[src/rtl/fmt_pkg.sv]
`timescale 1ns/1ps
package fmt_pkg;

    localparam int NUM_FMT    = 14;
    localparam int NOM_LEN_W  = 12;
    localparam int NOM_LINE_W = 11;
    localparam int CODE_W     = 5;

    typedef enum logic [1:0] {
        SCAN_ANY  = 2'd0,
        SCAN_INTL = 2'd1,
        SCAN_PROG = 2'd2
    } scan_e;

    // One raster entry; active == 0 means the active count is not checked
    typedef struct packed {
        logic [CODE_W-1:0]     code;
        logic [NOM_LEN_W-1:0]  words;
        logic [NOM_LINE_W-1:0] lines;
        logic [NOM_LINE_W-1:0] active;
        scan_e                 scan;
    } fmt_ent_t;

    // Accepted timing-word event
    typedef struct packed {
        logic acc;
        logic f;
        logic v;
    } trs_evt_t;

    function automatic fmt_ent_t mk_ent(logic [CODE_W-1:0] c, int w, int l, int a, scan_e s);
        fmt_ent_t e;
        e.code   = c;
        e.words  = NOM_LEN_W'(w);
        e.lines  = NOM_LINE_W'(l);
        e.active = NOM_LINE_W'(a);
        e.scan   = s;
        return e;
    endfunction

    function automatic fmt_ent_t fmt_entry(int idx);
        case (idx)
            0:  return mk_ent(5'b00011, 1716,  525,    0, SCAN_ANY);
            1:  return mk_ent(5'b01011, 1728,  625,    0, SCAN_ANY);
            2:  return mk_ent(5'b00010, 2288,  525,    0, SCAN_ANY);
            3:  return mk_ent(5'b01010, 2304,  625,    0, SCAN_ANY);
            4:  return mk_ent(5'b00001, 3432,  525,    0, SCAN_ANY);
            5:  return mk_ent(5'b01001, 3456,  625,    0, SCAN_ANY);
            6:  return mk_ent(5'b10011, 2200, 1125,    0, SCAN_PROG);
            7:  return mk_ent(5'b10001, 2200, 1125, 1035, SCAN_INTL);
            8:  return mk_ent(5'b10010, 2200, 1125, 1080, SCAN_INTL);
            9:  return mk_ent(5'b11010, 2640, 1125,    0, SCAN_PROG);
            10: return mk_ent(5'b11001, 2640, 1125,    0, SCAN_INTL);
            11: return mk_ent(5'b11100, 2376, 1250,    0, SCAN_INTL);
            12: return mk_ent(5'b11101, 2750, 1125,    0, SCAN_PROG);
            13: return mk_ent(5'b10100, 1650,  750,    0, SCAN_PROG);
            default: return mk_ent(5'b00000, 0, 0, 0, SCAN_ANY);
        endcase
    endfunction

    function automatic logic fmt_code_legal(logic [CODE_W-1:0] c);
        logic ok;
        ok = 1'b0;
        for (int i = 0; i < NUM_FMT; i++) begin
            if (fmt_entry(i).code == c) ok = 1'b1;
        end
        return ok;
    endfunction

    // Well-formed XYZ timing word with H = 1 and correct protection bits
    function automatic logic fmt_xyz_ok(logic [9:0] w);
        return w[9] && w[6]
            && (w[5] == ~w[7])
            && (w[4] == ~w[8])
            && (w[3] == (w[8] ^ w[7]))
            && (w[2] == ~(w[8] ^ w[7]))
            && (w[1:0] == 2'b00);
    endfunction

endpackage

[src/rtl/fmt_trs_meter.sv]
`timescale 1ns/1ps
module fmt_trs_meter
    import fmt_pkg::*;
#(
    parameter int LEN_W = 12
) (
    input  logic             clk,
    input  logic             rst,
    input  logic [9:0]       vid_word,
    input  logic             eav_stb,
    output trs_evt_t         evt,
    output logic [LEN_W-1:0] line_len
);

    localparam logic [LEN_W-1:0] LEN_MAX = '1;

    logic [LEN_W-1:0] word_cnt;

    assign evt.acc  = eav_stb && fmt_xyz_ok(vid_word);
    assign evt.f    = vid_word[8];
    assign evt.v    = vid_word[7];
    assign line_len = word_cnt;

    // Counts words since the last accepted timing word, saturating
    always_ff @(posedge clk) begin
        if (rst) begin
            word_cnt <= '0;
        end else if (evt.acc) begin
            word_cnt <= LEN_W'(1);
        end else if (word_cnt != LEN_MAX) begin
            word_cnt <= word_cnt + 1'b1;
        end
    end

endmodule

[src/rtl/fmt_frame_meter.sv]
`timescale 1ns/1ps
module fmt_frame_meter
    import fmt_pkg::*;
#(
    parameter int LEN_W  = 12,
    parameter int LINE_W = 11
) (
    input  logic              clk,
    input  logic              rst,
    input  trs_evt_t          evt,
    input  logic [LEN_W-1:0]  line_len,
    output logic              meas_vld,
    output logic [LEN_W-1:0]  meas_len,
    output logic [LINE_W-1:0] meas_lines,
    output logic [LINE_W-1:0] meas_active,
    output logic              meas_il,
    output logic              meas_bad
);

    localparam logic [LINE_W-1:0] LINE_MAX = '1;

    logic              prev_v;
    logic              synced;
    logic              len_armed;
    logic              len_bad;
    logic              il_seen;
    logic [LEN_W-1:0]  ref_len;
    logic [LINE_W-1:0] line_cnt;
    logic [LINE_W-1:0] act_cnt;
    logic              frame_edge;

    assign frame_edge = evt.acc && evt.v && !prev_v && !evt.f;

    always_ff @(posedge clk) begin
        if (rst) begin
            prev_v      <= 1'b0;
            synced      <= 1'b0;
            len_armed   <= 1'b0;
            len_bad     <= 1'b0;
            il_seen     <= 1'b0;
            ref_len     <= '0;
            line_cnt    <= '0;
            act_cnt     <= '0;
            meas_vld    <= 1'b0;
            meas_len    <= '0;
            meas_lines  <= '0;
            meas_active <= '0;
            meas_il     <= 1'b0;
            meas_bad    <= 1'b0;
        end else begin
            meas_vld <= 1'b0;
            if (evt.acc) begin
                prev_v <= evt.v;
                if (frame_edge) begin
                    if (synced) begin
                        meas_vld    <= 1'b1;
                        meas_len    <= ref_len;
                        meas_lines  <= line_cnt;
                        meas_active <= act_cnt;
                        meas_il     <= il_seen;
                        meas_bad    <= len_bad || !len_armed || (line_len != ref_len);
                    end
                    synced    <= 1'b1;
                    line_cnt  <= LINE_W'(1);
                    act_cnt   <= '0;
                    il_seen   <= 1'b0;
                    len_armed <= 1'b0;
                    len_bad   <= 1'b0;
                end else begin
                    if (line_cnt != LINE_MAX) line_cnt <= line_cnt + 1'b1;
                    if (!evt.v && act_cnt != LINE_MAX) act_cnt <= act_cnt + 1'b1;
                    if (evt.f) il_seen <= 1'b1;
                    if (!len_armed) begin
                        ref_len   <= line_len;
                        len_armed <= 1'b1;
                    end else if (line_len != ref_len) begin
                        len_bad <= 1'b1;
                    end
                end
            end
        end
    end

endmodule

[src/rtl/fmt_classify.sv]
`timescale 1ns/1ps
module fmt_classify
    import fmt_pkg::*;
#(
    parameter int LEN_W      = 12,
    parameter int LINE_W     = 11,
    parameter int LEN_SHIFT  = 0,
    parameter int LINE_SHIFT = 0
) (
    input  logic [LEN_W-1:0]  meas_len,
    input  logic [LINE_W-1:0] meas_lines,
    input  logic [LINE_W-1:0] meas_active,
    input  logic              meas_il,
    input  logic              meas_bad,
    output logic [CODE_W-1:0] cand
);

    logic [NUM_FMT-1:0]  hit;
    logic [CODE_W-1:0]   code_tab [NUM_FMT];

    for (genvar i = 0; i < NUM_FMT; i++) begin : g_ent
        localparam fmt_ent_t          ENT      = fmt_entry(i);
        localparam logic [LEN_W-1:0]  EXP_LEN  = LEN_W'(ENT.words >> LEN_SHIFT);
        localparam logic [LINE_W-1:0] EXP_LINE = LINE_W'(ENT.lines >> LINE_SHIFT);
        localparam logic [LINE_W-1:0] EXP_ACT  = LINE_W'(ENT.active >> LINE_SHIFT);
        localparam logic              ACT_ANY  = (ENT.active == '0);

        logic scan_ok;
        logic act_ok;

        always_comb begin
            case (ENT.scan)
                SCAN_INTL: scan_ok = meas_il;
                SCAN_PROG: scan_ok = !meas_il;
                default:   scan_ok = 1'b1;
            endcase
        end

        assign act_ok      = ACT_ANY || (meas_active == EXP_ACT);
        assign hit[i]      = !meas_bad && (meas_len == EXP_LEN)
                             && (meas_lines == EXP_LINE) && scan_ok && act_ok;
        assign code_tab[i] = ENT.code;
    end

    // Entries are mutually exclusive, so an OR of the hit codes suffices
    always_comb begin
        cand = '0;
        for (int i = 0; i < NUM_FMT; i++) begin
            if (hit[i]) cand = cand | code_tab[i];
        end
    end

endmodule

[src/rtl/fmt_lock.sv]
`timescale 1ns/1ps
module fmt_lock
    import fmt_pkg::*;
(
    input  logic              clk,
    input  logic              rst,
    input  logic              meas_vld,
    input  logic [CODE_W-1:0] cand,
    output logic [CODE_W-1:0] code_q,
    output logic              valid_q
);

    logic [CODE_W-1:0] last_cand;

    always_ff @(posedge clk) begin
        if (rst) begin
            last_cand <= '0;
            code_q    <= '0;
            valid_q   <= 1'b0;
        end else if (meas_vld) begin
            if (cand == '0) begin
                last_cand <= '0;
                code_q    <= '0;
                valid_q   <= 1'b0;
            end else if (cand == last_cand) begin
                code_q    <= cand;
                valid_q   <= 1'b1;
            end else begin
                last_cand <= cand;
                code_q    <= '0;
                valid_q   <= 1'b0;
            end
        end
    end

endmodule

[src/rtl/fmt_raster_detect.sv]
`timescale 1ns/1ps
module fmt_raster_detect
    import fmt_pkg::*;
#(
    parameter int LEN_W      = 12,
    parameter int LINE_W     = 11,
    parameter int LEN_SHIFT  = 0,
    parameter int LINE_SHIFT = 0
) (
    input  logic       clk,
    input  logic       rst,
    input  logic [9:0] vid_word,
    input  logic       eav_stb,
    output logic [4:0] fmt_code,
    output logic       fmt_valid,
    output logic       is_hd,
    output logic       is_pal
);

    trs_evt_t          evt;
    logic [LEN_W-1:0]  line_len;
    logic              meas_vld;
    logic [LEN_W-1:0]  meas_len;
    logic [LINE_W-1:0] meas_lines;
    logic [LINE_W-1:0] meas_active;
    logic              meas_il;
    logic              meas_bad;
    logic [CODE_W-1:0] cand;
    logic [CODE_W-1:0] code_q;
    logic              valid_q;

    fmt_trs_meter #(.LEN_W(LEN_W)) u_trs (
        .clk      (clk),
        .rst      (rst),
        .vid_word (vid_word),
        .eav_stb  (eav_stb),
        .evt      (evt),
        .line_len (line_len)
    );

    fmt_frame_meter #(.LEN_W(LEN_W), .LINE_W(LINE_W)) u_frame (
        .clk         (clk),
        .rst         (rst),
        .evt         (evt),
        .line_len    (line_len),
        .meas_vld    (meas_vld),
        .meas_len    (meas_len),
        .meas_lines  (meas_lines),
        .meas_active (meas_active),
        .meas_il     (meas_il),
        .meas_bad    (meas_bad)
    );

    fmt_classify #(
        .LEN_W      (LEN_W),
        .LINE_W     (LINE_W),
        .LEN_SHIFT  (LEN_SHIFT),
        .LINE_SHIFT (LINE_SHIFT)
    ) u_cls (
        .meas_len    (meas_len),
        .meas_lines  (meas_lines),
        .meas_active (meas_active),
        .meas_il     (meas_il),
        .meas_bad    (meas_bad),
        .cand        (cand)
    );

    fmt_lock u_lock (
        .clk      (clk),
        .rst      (rst),
        .meas_vld (meas_vld),
        .cand     (cand),
        .code_q   (code_q),
        .valid_q  (valid_q)
    );

    assign fmt_code  = code_q;
    assign fmt_valid = valid_q;
    assign is_hd     = code_q[4];
    assign is_pal    = code_q[3];

endmodule

[config.mk]
export PLATFORM = sky130hd
export DESIGN_NAME = fmt_raster_detect
export DESIGN_NICKNAME = d
export VERILOG_FILES = /design/src/rtl/fmt_pkg.sv /design/src/rtl/fmt_trs_meter.sv /design/src/rtl/fmt_frame_meter.sv /design/src/rtl/fmt_classify.sv /design/src/rtl/fmt_lock.sv /design/src/rtl/fmt_raster_detect.sv
export SDC_FILE = /design/constraint.sdc
export NUM_CORES = 1
export LEC_CHECK = 0
export BUFFER_PORTS_ARGS = -buffer_cell sky130_fd_sc_hd__buf_2
export CAP_MARGIN = 20
export CORE_UTILIZATION = 40
export DETAILED_ROUTE_END_ITERATION = 7
export SYNTH_ARGS = -nofsm -noshare
export SYNTH_HDL_FRONTEND = slang
export SYNTH_HIERARCHICAL = 1
export SYNTH_SLANG_ARGS = --single-unit
[constraint.sdc]
create_clock -name clk -period 4.7 [get_ports clk]
set_clock_uncertainty 0.1 [all_clocks]
set_input_delay 0.235 -clock clk [delete_from_list [all_inputs] [get_ports clk]]
set_output_delay 0.235 -clock clk [all_outputs]
set_load 0.01 [all_outputs]
* Yosys cells after proc, flatten, opt, wreduce, memory -nomap -nowiden
Index checks and enable logic that the tools add are counted.
** Cells by class
- Add/subtract/negate cells :: 3
- Multiply operators :: 0
- Div/mod/pow operators :: 0
- $lt $le $gt $ge :: 0
- Equality and inequality tests :: 28
- Shift operators :: 0
- Multiplexer cells :: 33
- Bitwise gates (word level) :: 7
- Reductions and logical operators :: 68
** Operators with widths (count)
- $eq A12 B12 Y1 const B :: 8
- $mux W5 :: 12
- $eq A11 B11 Y1 const B :: 4
- $mux W11 :: 4
- $logic_and A1 B1 Y1 :: 42
- $eq A12 B11 Y1 const B :: 3
- $eq A11 B10 Y1 const B :: 3
- $add A11 B1 Y11 const B :: 2
- $ne A11 B11 Y1 const B :: 2
- $add A12 B1 Y12 const B :: 1
- $mux W1 :: 12
- $mux W4 :: 3
- $ne A12 B12 Y1 :: 1
- $ne A12 B12 Y1 const B :: 1
- $reduce_bool A2 Y1 :: 6
- $reduce_and A2 Y1 :: 5
- $reduce_and A3 Y1 :: 3
- $logic_not A1 Y1 :: 6
- $not A1 Y1 :: 6
- $eq A5 B5 Y1 :: 1
- $logic_not A5 Y1 :: 1
- $eq A1 B1 Y1 :: 4
- $mux W2 :: 2
- $reduce_or A3 Y1 :: 1
- other kinds (5) :: 6
** Storage, ports and cells
- Register bits after elaboration :: 99
- Bits in latches :: 0
- Bits in writable memories :: 0
- ROM bits :: 0
- Input bits :: 13
- Memories kept :: 0

* Depth between registers and ports, before layout
Gate-level depths: netlist (run 1).
- Word-level depth :: 20
- Depth in mapped cells :: 10

* Cells and area by module
Netlist (run 1), hierarchy kept.
** By module, submodules not included
- fmt_frame_meter :: instances 1, cells each 360, area each 3145.5 µm²
- fmt_trs_meter :: instances 1, cells each 72, area each 650.6 µm²
- fmt_classify :: instances 1, cells each 81, area each 574.3 µm²
- fmt_lock :: instances 1, cells each 54, area each 490.5 µm²
- fmt_raster_detect :: instances 1, cells each 2, area each 15.0 µm²

* Worst setup path after synthesis (run 1)
Ideal clock, no wire load.
- Path kind :: reg2reg
- Start :: register u_frame.meas_lines[7]
- End :: register u_lock.code_q[3]
- Library setup time :: 0.086 ns
- Arrival time :: 2.782 ns
- Setup slack :: 1.732 ns
- Stages on the path, launching flop included :: 9
- Path buffers :: 0
- Cells stage by stage :: dfxtp_1 > or3b_4 > or4_4 > or4_4 > o211ai_1 > xor2_1 > nor3_2 > nand3_2 > a221oi_2
** Between the ends
- Elaborated cells between the ends (all ways) :: 43
- Those cells by class :: 6 x eq/ne; 16 x mux; 21 x reduce/logical
** RTL lines
- start, declared :: RTL line fmt_frame_meter.sv:14 : output logic [LINE_W-1:0] meas_lines,
- start signal, assigned :: RTL line fmt_frame_meter.sv:58 : meas_lines <= line_cnt;
- $eq A11 B11 Y1 :: RTL line fmt_classify.sv:41 : && (meas_lines == EXP_LINE) && scan_ok && act_ok;
- $logic_and A1 B1 Y1 (2 in a row) :: RTL line fmt_classify.sv:41
- $mux W5 or $logic_and A1 B1 Y1 (tied branches) :: RTL line fmt_classify.sv:49, fmt_classify.sv:41
- $mux W5 (6 in a row) :: RTL line fmt_classify.sv:49 : if (hit[i]) cand = cand | code_tab[i];
- $mux W5 * :: RTL line fmt_classify.sv:49
- via cand[4] :: RTL line fmt_raster_detect.sv:28 : logic [CODE_W-1:0] cand;
- $eq A5 B5 Y1 :: RTL line fmt_lock.sv:25 : end else if (cand == last_cand) begin
- $mux W5 :: RTL line fmt_lock.sv:25
- $mux W5 * :: RTL line fmt_lock.sv:21 : if (cand == '0) begin
- end signal, assigned :: RTL line fmt_lock.sv:26 : code_q <= cand;
- end, declared :: RTL line fmt_lock.sv:9 : output logic [CODE_W-1:0] code_q,
The timed path passes the listed nets; every way through them passes the cells marked *.
A chain may end at the register's enable or synchronous reset.

* Final worst setup path (run 1)
- Start :: register u_frame.meas_lines[0]
- End :: register u_lock.code_q[3]
** Between the ends
- Elaborated cells between the ends (all ways) :: 43
- Those cells by class :: 6 x eq/ne; 16 x mux; 21 x reduce/logical
** RTL lines (RTL line)
- $eq A11 B10 Y1 :: fmt_classify.sv:41
- $logic_and A1 B1 Y1 :: fmt_classify.sv:41
- $mux W2 :: fmt_classify.sv:49
- $mux W4 :: fmt_classify.sv:49
- $mux W2 :: fmt_classify.sv:49
- $mux W4 (2 in a row) :: fmt_classify.sv:49
- $mux W5 (3 in a row) :: fmt_classify.sv:49
- $mux W5 * (5 in a row) :: fmt_classify.sv:49
- via cand[1] :: fmt_raster_detect.sv:28
- $eq A5 B5 Y1 :: fmt_lock.sv:25
- $mux W5 :: fmt_lock.sv:25
- $mux W5 * :: fmt_lock.sv:21
Marks and branches as above.

==> results of run 1 <==
-- area by class of cell --
type	count	area, µm²
Tap cell	143	179
Timing Repair Buffer	24	130
Inverter	6	22.5
Clock buffer	13	270
Fill cell	1083	6330
Clock inverter	3	21.3
Sequential cell	99	1980
Multi-Input combinational cell	437	2720
-- placed cells by master, fill, tap and decap left out, types with 5 or more instances in the layout --
master and instances:
sky130_fd_sc_hd__or3_1 8, sky130_fd_sc_hd__clkbuf_16 9, sky130_fd_sc_hd__mux2i_1 21, sky130_fd_sc_hd__a21oi_1 62
sky130_fd_sc_hd__o21ai_0 12, sky130_fd_sc_hd__xnor2_1 18, sky130_fd_sc_hd__nand2_1 102, sky130_fd_sc_hd__dfxtp_1 99
sky130_fd_sc_hd__xor2_1 8, sky130_fd_sc_hd__and2_1 5, sky130_fd_sc_hd__nand3b_1 5, sky130_fd_sc_hd__nand4_1 18
sky130_fd_sc_hd__nor3_1 5, sky130_fd_sc_hd__nor2_1 45, sky130_fd_sc_hd__inv_1 6, sky130_fd_sc_hd__buf_2 20
sky130_fd_sc_hd__nand3_1 15, sky130_fd_sc_hd__a211oi_1 7, sky130_fd_sc_hd__or4_1 7, sky130_fd_sc_hd__o31ai_1 6
-- power by group --
| group | internal (W) | switching, W | leakage [nW] | total, W |
|---|---|---|---|---|
| registers | 0.000841 | 0.00000408 | 0.798 | 0.000845 |
| clock network | 0.000403 | 0.000310 | 0.142 | 0.000713 |
| logic | 0.0000142 | 0.0000250 | 0.791 | 0.0000392 |
-- metal layers --
metal / GRT usage [%] / up-vias / wire length [µm]
li1: - / 2063 / -
met1: 24.1 / 1957 / 5220
met2: 30.7 / 92 / 5180
met3: 3.67 / 9 / 375
met4: 5.07 / 0 / 108
met5: 0 / - / 0
-- cells by family (layout without fill, tap and decap cells) --
| logic type | count (synthesis) | after routing | synth area share, % |
|---|---|---|---|
| buffers and inverters | 33 | 46 | 3.52 |
| and+or+nand+nor | 268 | 268 | 29.8 |
| muxes | 21 | 21 | 4.31 |
| adders and majority gates | 3 | 3 | 0.770 |
| AOI/OAI and AO/OA | 118 | 118 | 16.0 |
| xor gates and xnor gates | 27 | 27 | 5.00 |
| DFF | 99 | 99 | 40.6 |
-- registers in the layout, indices dropped and copies added, names as in the netlist --
| name | count |
|---|---|
| u_frame/meas_len | 12 |
| u_lock/code_q | 5 |
| u_frame/len_bad | 1 |
| u_lock/valid_q | 1 |
| u_frame/line_cnt | 11 |
| u_frame/meas_il | 1 |
| u_lock/last_cand | 5 |
| u_frame/il_seen | 1 |
| u_frame/meas_active | 11 |
| u_frame/synced | 1 |
| u_frame/meas_lines | 11 |
| u_frame/meas_bad | 1 |
| u_frame/meas_vld | 1 |
| u_frame/ref_len | 12 |
| u_trs/line_len | 12 |
| u_frame/len_armed | 1 |
| u_frame/act_cnt | 11 |
| u_frame/prev_v | 1 |
-- critical path, stage by stage, from the launching register on --
cell and delay [ns]:
sky130_fd_sc_hd__dfxtp_1 0.34, sky130_fd_sc_hd__or3b_4 0.40, sky130_fd_sc_hd__or4_1 0.43, sky130_fd_sc_hd__or2_0 0.26, sky130_fd_sc_hd__or4_1 0.47, sky130_fd_sc_hd__o2111ai_1 0.21
sky130_fd_sc_hd__xor2_1 0.14, sky130_fd_sc_hd__nor3_2 0.38, sky130_fd_sc_hd__nand3_2 0.15, sky130_fd_sc_hd__a221oi_2 0.28
-- final timing paths --
check / start / to / slack [ns] / depth (start not counted)
worst max register to register: u_frame/meas_lines[0] / u_lock/code_q[3] / 1.46 / 9
worst min-delay path: vid_word[8] / u_frame/il_seen / 0.14 / 3
worst min register to register: u_frame/meas_active[3] / u_frame/meas_active[3] / 0.36 / 2
worst max-delay path: u_frame/meas_lines[0] / u_lock/code_q[3] / 1.46 / 9
-- metrics by stage --
step	power, W	instances	worst slack, ns	util [%]
after global routing	0.00166	725	1.31	45.7
after floorplan	0.000890	569	1.73	-
after CTS	0.00162	725	1.48	45.7
after detailed placement	0.000904	709	1.51	43.2
after global placement	0.000902	709	1.60	43.2
final	0.00160	725	1.46	45.7
==> results by stage, run 1 <==
Logic synthesis:
- After synthesis the cells add up to 4880 µm².
- Yosys printed 6 warnings.
- The register bit count reported by yosys is 99.
- For this run, the leading register cell type out of synthesis is sky130_fd_sc_hd__dfxtp_1.
- The distinct cell type count of the synthesized netlist is 75.
- Of the post-synthesis cell area, the dominant cell type holds 40.6%.
- The cell count after synthesis is 569.
- By count the netlist is led by sky130_fd_sc_hd__nand2_1 (102), sky130_fd_sc_hd__dfxtp_1 (99), sky130_fd_sc_hd__a21oi_1 (62), sky130_fd_sc_hd__nor2_1 (45), sky130_fd_sc_hd__mux2i_1 (21).
- The number of nets handed over by synthesis was 585.
- In this run, synthesis inferred 0 flip-flops with an integrated enable.
- Yosys attributes the largest share of cell area to sky130_fd_sc_hd__dfxtp_1 (41%), sky130_fd_sc_hd__nand2_1 (7.9%), sky130_fd_sc_hd__a21oi_1 (6.4%).
- The top cell type by total area after synthesis is sky130_fd_sc_hd__dfxtp_1.
- After synthesis, the mean cell area works out to 8.57 µm².
- The sequential fraction of the synthesis area is 40.6%.
- The library cell with the highest instance count after synthesis is sky130_fd_sc_hd__nand2_1.
- The fraction of registers with async set/reset is 0%.

Timing:
- The final number of hold-violating endpoints is 0.
- The count of pins over their slew limit is 0.
- The setup violation total in the final timing report is 0.
- The final critical path time including I/O delays and setup is 3.24 ns.
- The measured slew at the worst slew-check pin is 0.858 ns.
- Setup repair after global routing left no endpoint under its margin.
- For the final routed database, the setup TNS stands at 0 ns.
- The maximum achievable frequency is 308 MHz.
- The worst pin sits at a relative slew slack of 42.7%.
- The ratio of final minimum period to clock period is 69.0%.
- The final-layout worst hold slack is 0.141 ns.

Detailed routing:
- The routed wirelength normalized by instance count is 15.0 µm.
- The detailed router finished its first iteration with 167 violations.
- For this run, design rule violations remaining after detail routing come to 0.
- The detail-routed via count per cell is 5.68.
- The count of nets left with antenna violations after detail routing is 0.
- Across all layers, the routed design uses 4121 vias.
- The final routed wirelength across all metal layers is 10900 µm.
- The first detailed-routing pass ran for 5 iterations.

Clock network:
- Clock-pin slew was measured on the worst setup and hold paths at 0.07 ns.
- The number of buffers created by CTS is 9.
- Once the clock tree was built, the setup fixing pass inserted 0 buffers.
- The largest buffer count on any clock path is 2.
- The count of hold-fix buffers inserted at cts is 0.
- The maximum level of the CTS H-tree is 3.
- The post-cts sizing count is 0.
- The number of sinks driven by the clock tree is 99.
- The clock insertion delay at the later pin of the skew report is 0.34 ns.
- The buffer type at the clock tree root is sky130_fd_sc_hd__clkbuf_16.
- The TritonCTS clock tree is built.

Worst hold path:
- The type of the worst min-delay path is primary input to flop.

Floorplan:
- The I/O pin count is 21.
- The cell row count is 39.
- From left edge to right edge, the die measures 112 µm.
- The die footprint is 12600 µm².
- The total core area is 11700 µm².
- The height of the die is 112 µm.
- The initial core utilization is 41.8%.

Placement:
- The number of buffers inserted by port buffering is 20.
- The final RePlAce weighted congestion is 0.894.
- Once placement finished, the instance area stood at 5040 µm².
- After legalization and detailed placement, the total HPWL measured 7700 µm.

GRT:
- Summed over all layers, the global routing overflow is 0.
- Across every metal layer, demand over resource in global routing totals 18.3%.
- The via count of the first global-routing pass is 3988.
- The wire length of the first global-routing pass is 18900 µm.
- The pin count of the biggest net entering global routing is 44.
- The initial antenna violation count is 0.

Setup path:
- STA puts the critical path data required time at 4.85 ns.
- The largest fanout of any net on the critical path is 6.
- The arrival time of the worst setup path is 3.40 ns.
- The sort of element at the start of the critical path is a flop.
- The kind of critical path is flop to flop.
- The type of element capturing the critical path is a flop.

Power:
- The leakage dissipation is 1.73 nW.
- The power density over the cells is 300 nW/µm².
- The largest voltage drop on the vdd net is 196 µV.

Cells and area:
- After the last flow step, the layout net total stands at 593.
- The antenna diode instance count is 0.
- From synthesis to final layout, the design area changed by 9.26%.
- Cells with a size suffix above 1 make up 11.7% of the layout.
- Once layout is done, the placed cells without fillers occupy 5330 µm².

Status:
- The run finished with clean final reports.

Job:
- Max-cap violations in this run came to 0.
Note: power is estimated with default switching activity, not from simulation.
==> run 2: changes to the inputs <==
Clock period 4.7 ns to 3.4 ns, I/O delays scaled along.
==> run 2 against run 1 <==
  * Hold slack got worse by 0.074 ns
  * Worst setup slack got worse by 1.2 ns
  * Sequential power increased by 38%
  * Design area is 0.16% higher
  * Core utilization rose by 0.075 points
  * Total power up 41%
  * Non-clock buffer count stayed put
  * Routed wire length fell by 3.2%
  * Combinational power increased by 34%
  * Global-route usage shrank 0.53 points
  * Critical path type unchanged
  * Largest power group unchanged
==> results by stage, run 2 (same netlist as run 1, synthesis figures left out) <==
Clock network:
- The post-cts sizing count is 0 (unchanged).
- The buffer type at the clock tree root is sky130_fd_sc_hd__clkbuf_16 (unchanged).
- The TritonCTS clock tree is built (unchanged).
- The maximum level of the CTS H-tree was 3 (unchanged).
- The number of buffers created by CTS is 9 (unchanged).
- The number of sinks driven by the clock tree is 99 (unchanged).
- The largest buffer count on any clock path is 2 (unchanged).
- The clock transition time at the flip-flop clock pins of the worst setup and hold paths is 0.07 ns (about the same).
- The buffer count from post-CTS setup fixing came to 0 (unchanged).
- The clock insertion delay at the later pin of the skew report came to 0.34 ns (about the same).
- The count of hold-fix buffers inserted at cts is 0 (unchanged).

Worst hold path:
- The hold path depth is 3 (unchanged).
- The start point of the worst hold path was vid_word[8] (unchanged).
- The endpoint of the worst hold path is u_frame/il_seen (unchanged).
- The type of the worst min-delay path was primary input to flop (unchanged).

Floorplan:
- The height of the die is 112 µm (unchanged).
- The total core area is 11700 µm² (unchanged).
- The cell row count is 39 (unchanged).
- The initial core utilization is 41.8% (unchanged).
- The die footprint came to 12600 µm² (unchanged).
- The I/O pin count is 21 (unchanged).
- The horizontal die dimension came to 112 µm (unchanged).

Detailed routing:
- The total via count in the routed design is 4037 (was 4121).
- The detailed router's first-iteration violation count is 179 (was 167).
- The detail-routed via count per cell came to 5.57 (was 5.68).
- The count of TritonRoute iterations in the first routing pass came to 5 (unchanged).
- The final routed wirelength across all metal layers was 10500 µm (was 10900 µm).
- The routed wirelength normalized by instance count is 14.5 µm (was 15.0 µm).
- The post-route DRC violation count is 0 (unchanged).
- The count of nets left with antenna violations after detail routing came to 0 (unchanged).

GRT:
- The met1 usage was 23.5% (was 24.1%).
- The global-route total usage across every layer is 17.8% (was 18.3%).
- The pin count of the biggest net entering global routing is 46 (was 44).
- The global routing met2 resource utilization is 28.7% (was 30.7%).
- The routing usage on met3 is 4.00% (was 3.67%).
- The busiest metal layer after global routing is met2 (unchanged).
- The initial antenna violation count came to 0 (unchanged).
- The total congestion overflow is 0 (unchanged).
- The via count of the first global-routing pass is 3875 (was 3988).
- The wire length of the first global-routing pass is 18300 µm (was 18900 µm).

Cells and area:
- The antenna diode instance count is 0 (unchanged).
- Leading cell types in the layout, fill and taps excluded: sky130_fd_sc_hd__nand2_1 (102), sky130_fd_sc_hd__dfxtp_1 (99), sky130_fd_sc_hd__a21oi_1 (62), sky130_fd_sc_hd__nor2_1 (45), sky130_fd_sc_hd__mux2i_1 (21) (unchanged).
- The number of nets at the end of the flow came to 593 (unchanged).
- The share of layout cells above drive strength 1 is 11.5% (was 11.7%).
- The layout overhead on the synthesized area is 9.44% (was 9.26%).
- The leading cell type in the layout, fill and taps excluded is sky130_fd_sc_hd__nand2_1 (unchanged).
- The number of inserted filler cells in the final layout was 1132 (was 1083).
- The final design utilization is 45.8% (was 45.7%).

Timing:
- The final number of hold-violating endpoints is 0 (unchanged).
- RSZ-0062 raised after global routing: no (unchanged).
- The final critical path time including I/O delays and setup is 3.13 ns (was 3.24 ns).
- The setup violation total in the final timing report came to 0 (unchanged).
- The total negative slack is 0 ns (unchanged).
- The worst-case headroom to the max-slew limit was 44.6% (was 42.7%).
- The measured slew at the worst slew-check pin was 0.829 ns (was 0.858 ns).
- The ratio of final minimum period to clock period is 92.2% (was 69.0%).
- The maximum achievable frequency is 319 MHz (was 308 MHz).
- The count of pins over their slew limit is 0 (unchanged).

Placement:
- The final RePlAce weighted congestion came to 0.899 (was 0.894).
- The placed wire-length estimate after detailed placement came to 7590 µm (was 7700 µm).
- The number of buffers inserted by port buffering is 20 (unchanged).

Setup path:
- The startpoint of the worst register-to-register path is u_frame/meas_lines[7] (was u_frame/meas_lines[0]).
- The largest fanout of any net on the critical path is 6 (unchanged).
- The sort of element at the start of the critical path is a flop (unchanged).
- The number of cells on the worst reg-to-reg path came to 9 (unchanged).
- The required time of the critical path came to 3.56 ns (was 4.85 ns).
- The worst-case register-to-register setup slack is 0.27 ns (was 1.46 ns).
- The terminus of the critical flop-to-flop path is u_lock/code_q[3] (unchanged).
- The arrival time of the worst setup path is 3.30 ns (was 3.40 ns).
- The type of element capturing the critical path is a flop (unchanged).
- The kind of critical path is flop to flop (unchanged).

Power:
- The leakage dissipation is 1.74 nW (was 1.73 nW).
- The largest voltage drop on the vdd net is 209 µV (was 196 µV).
- The power density over the cells is 422 nW/µm² (was 300 nW/µm²).

Job:
- The max capacitance violation total was 0 (unchanged).

Status:
- Result of the run: finished, final reports clean (unchanged).
[run 2: cell count changes in the layout (fill, tap and decap cells not counted)]
cell	before	now
sky130_fd_sc_hd__inv_6	0	2
sky130_fd_sc_hd__nor3_2	1	0
sky130_fd_sc_hd__clkbuf_8	3	0
sky130_fd_sc_hd__clkinvlp_4	1	0
sky130_fd_sc_hd__clkbuf_1	1	2
sky130_fd_sc_hd__nor3_4	0	1
sky130_fd_sc_hd__bufinv_16	0	1
[run 2: critical path, cell delays in order (launching register included)]
cell                        delay (ns)
sky130_fd_sc_hd__dfxtp_1          0.33
sky130_fd_sc_hd__or3b_4           0.41
sky130_fd_sc_hd__or4_1            0.43
sky130_fd_sc_hd__or2_0            0.27
sky130_fd_sc_hd__or4_1            0.47
sky130_fd_sc_hd__o2111ai_1        0.22
sky130_fd_sc_hd__xor2_1           0.17
sky130_fd_sc_hd__nor3_4           0.25
sky130_fd_sc_hd__nand3_2          0.13
sky130_fd_sc_hd__a221oi_2         0.27
[run 2: how the worst max path moves through the flow]
stage	from	end	slack, ns	depth (start not counted)
floorplan	u_frame/meas_lines[7]	u_lock/code_q[3]	0.43	8
detailed placement	u_frame/meas_lines[7]	u_lock/code_q[3]	0.18	9
global placement	u_frame/meas_lines[7]	u_lock/code_q[3]	0.30	9
finish	u_frame/meas_lines[7]	u_lock/code_q[3]	0.27	9
global route	u_frame/meas_lines[0]	u_lock/code_q[2]	0.04	9
CTS	u_frame/meas_lines[7]	u_lock/code_q[3]	0.16	9
[run 2: cell type report]
type	instances	area, µm²	share of cell area [%]
Multi-Input combinational cell	437	2730	51.1
Sequential cell	99	1980	37.1
Clock buffer	11	233	4.36
Tap cell	143	179	3.35
Timing Repair Buffer	24	130	2.44
Clock inverter	5	61.3	1.15
Inverter	6	22.5	0.422
[run 2: per-stage QoR]
step	power [W]	std cells	instance area, µm²	worst slack, ns	hold slack, ns
floorplan	0.00123	569	4880	0.432	0.136
global placement	0.00125	709	5040	0.295	0.340
detailed placement	0.00125	709	5040	0.181	0.348
CTS	0.00227	725	5330	0.157	0.0670
global route	0.00233	725	5340	0.0369	0.113
finish	0.00225	725	5340	0.266	0.0667
[run 2: layer usage]
| metal | part of all wire [%] | vias up | wire length, µm |
|---|---|---|---|
| met3 | 3.7 | 10 | 393 |
| li1 | - | 2059 | - |
| met4 | 1.2 | 0 | 131 |
| met2 | 45 | 64 | 4770 |
| met1 | 50 | 1904 | 5240 |
| met5 | 0 | - | 0 |
[run 2: power breakdown]
part	total, W	internal [W]	leakage, nW	switching, W
clock	0.00103	0.000577	0.144	0.000453
sequential	0.00117	0.00116	0.798	0.00000560
combinational	0.0000526	0.0000195	0.795	0.0000331
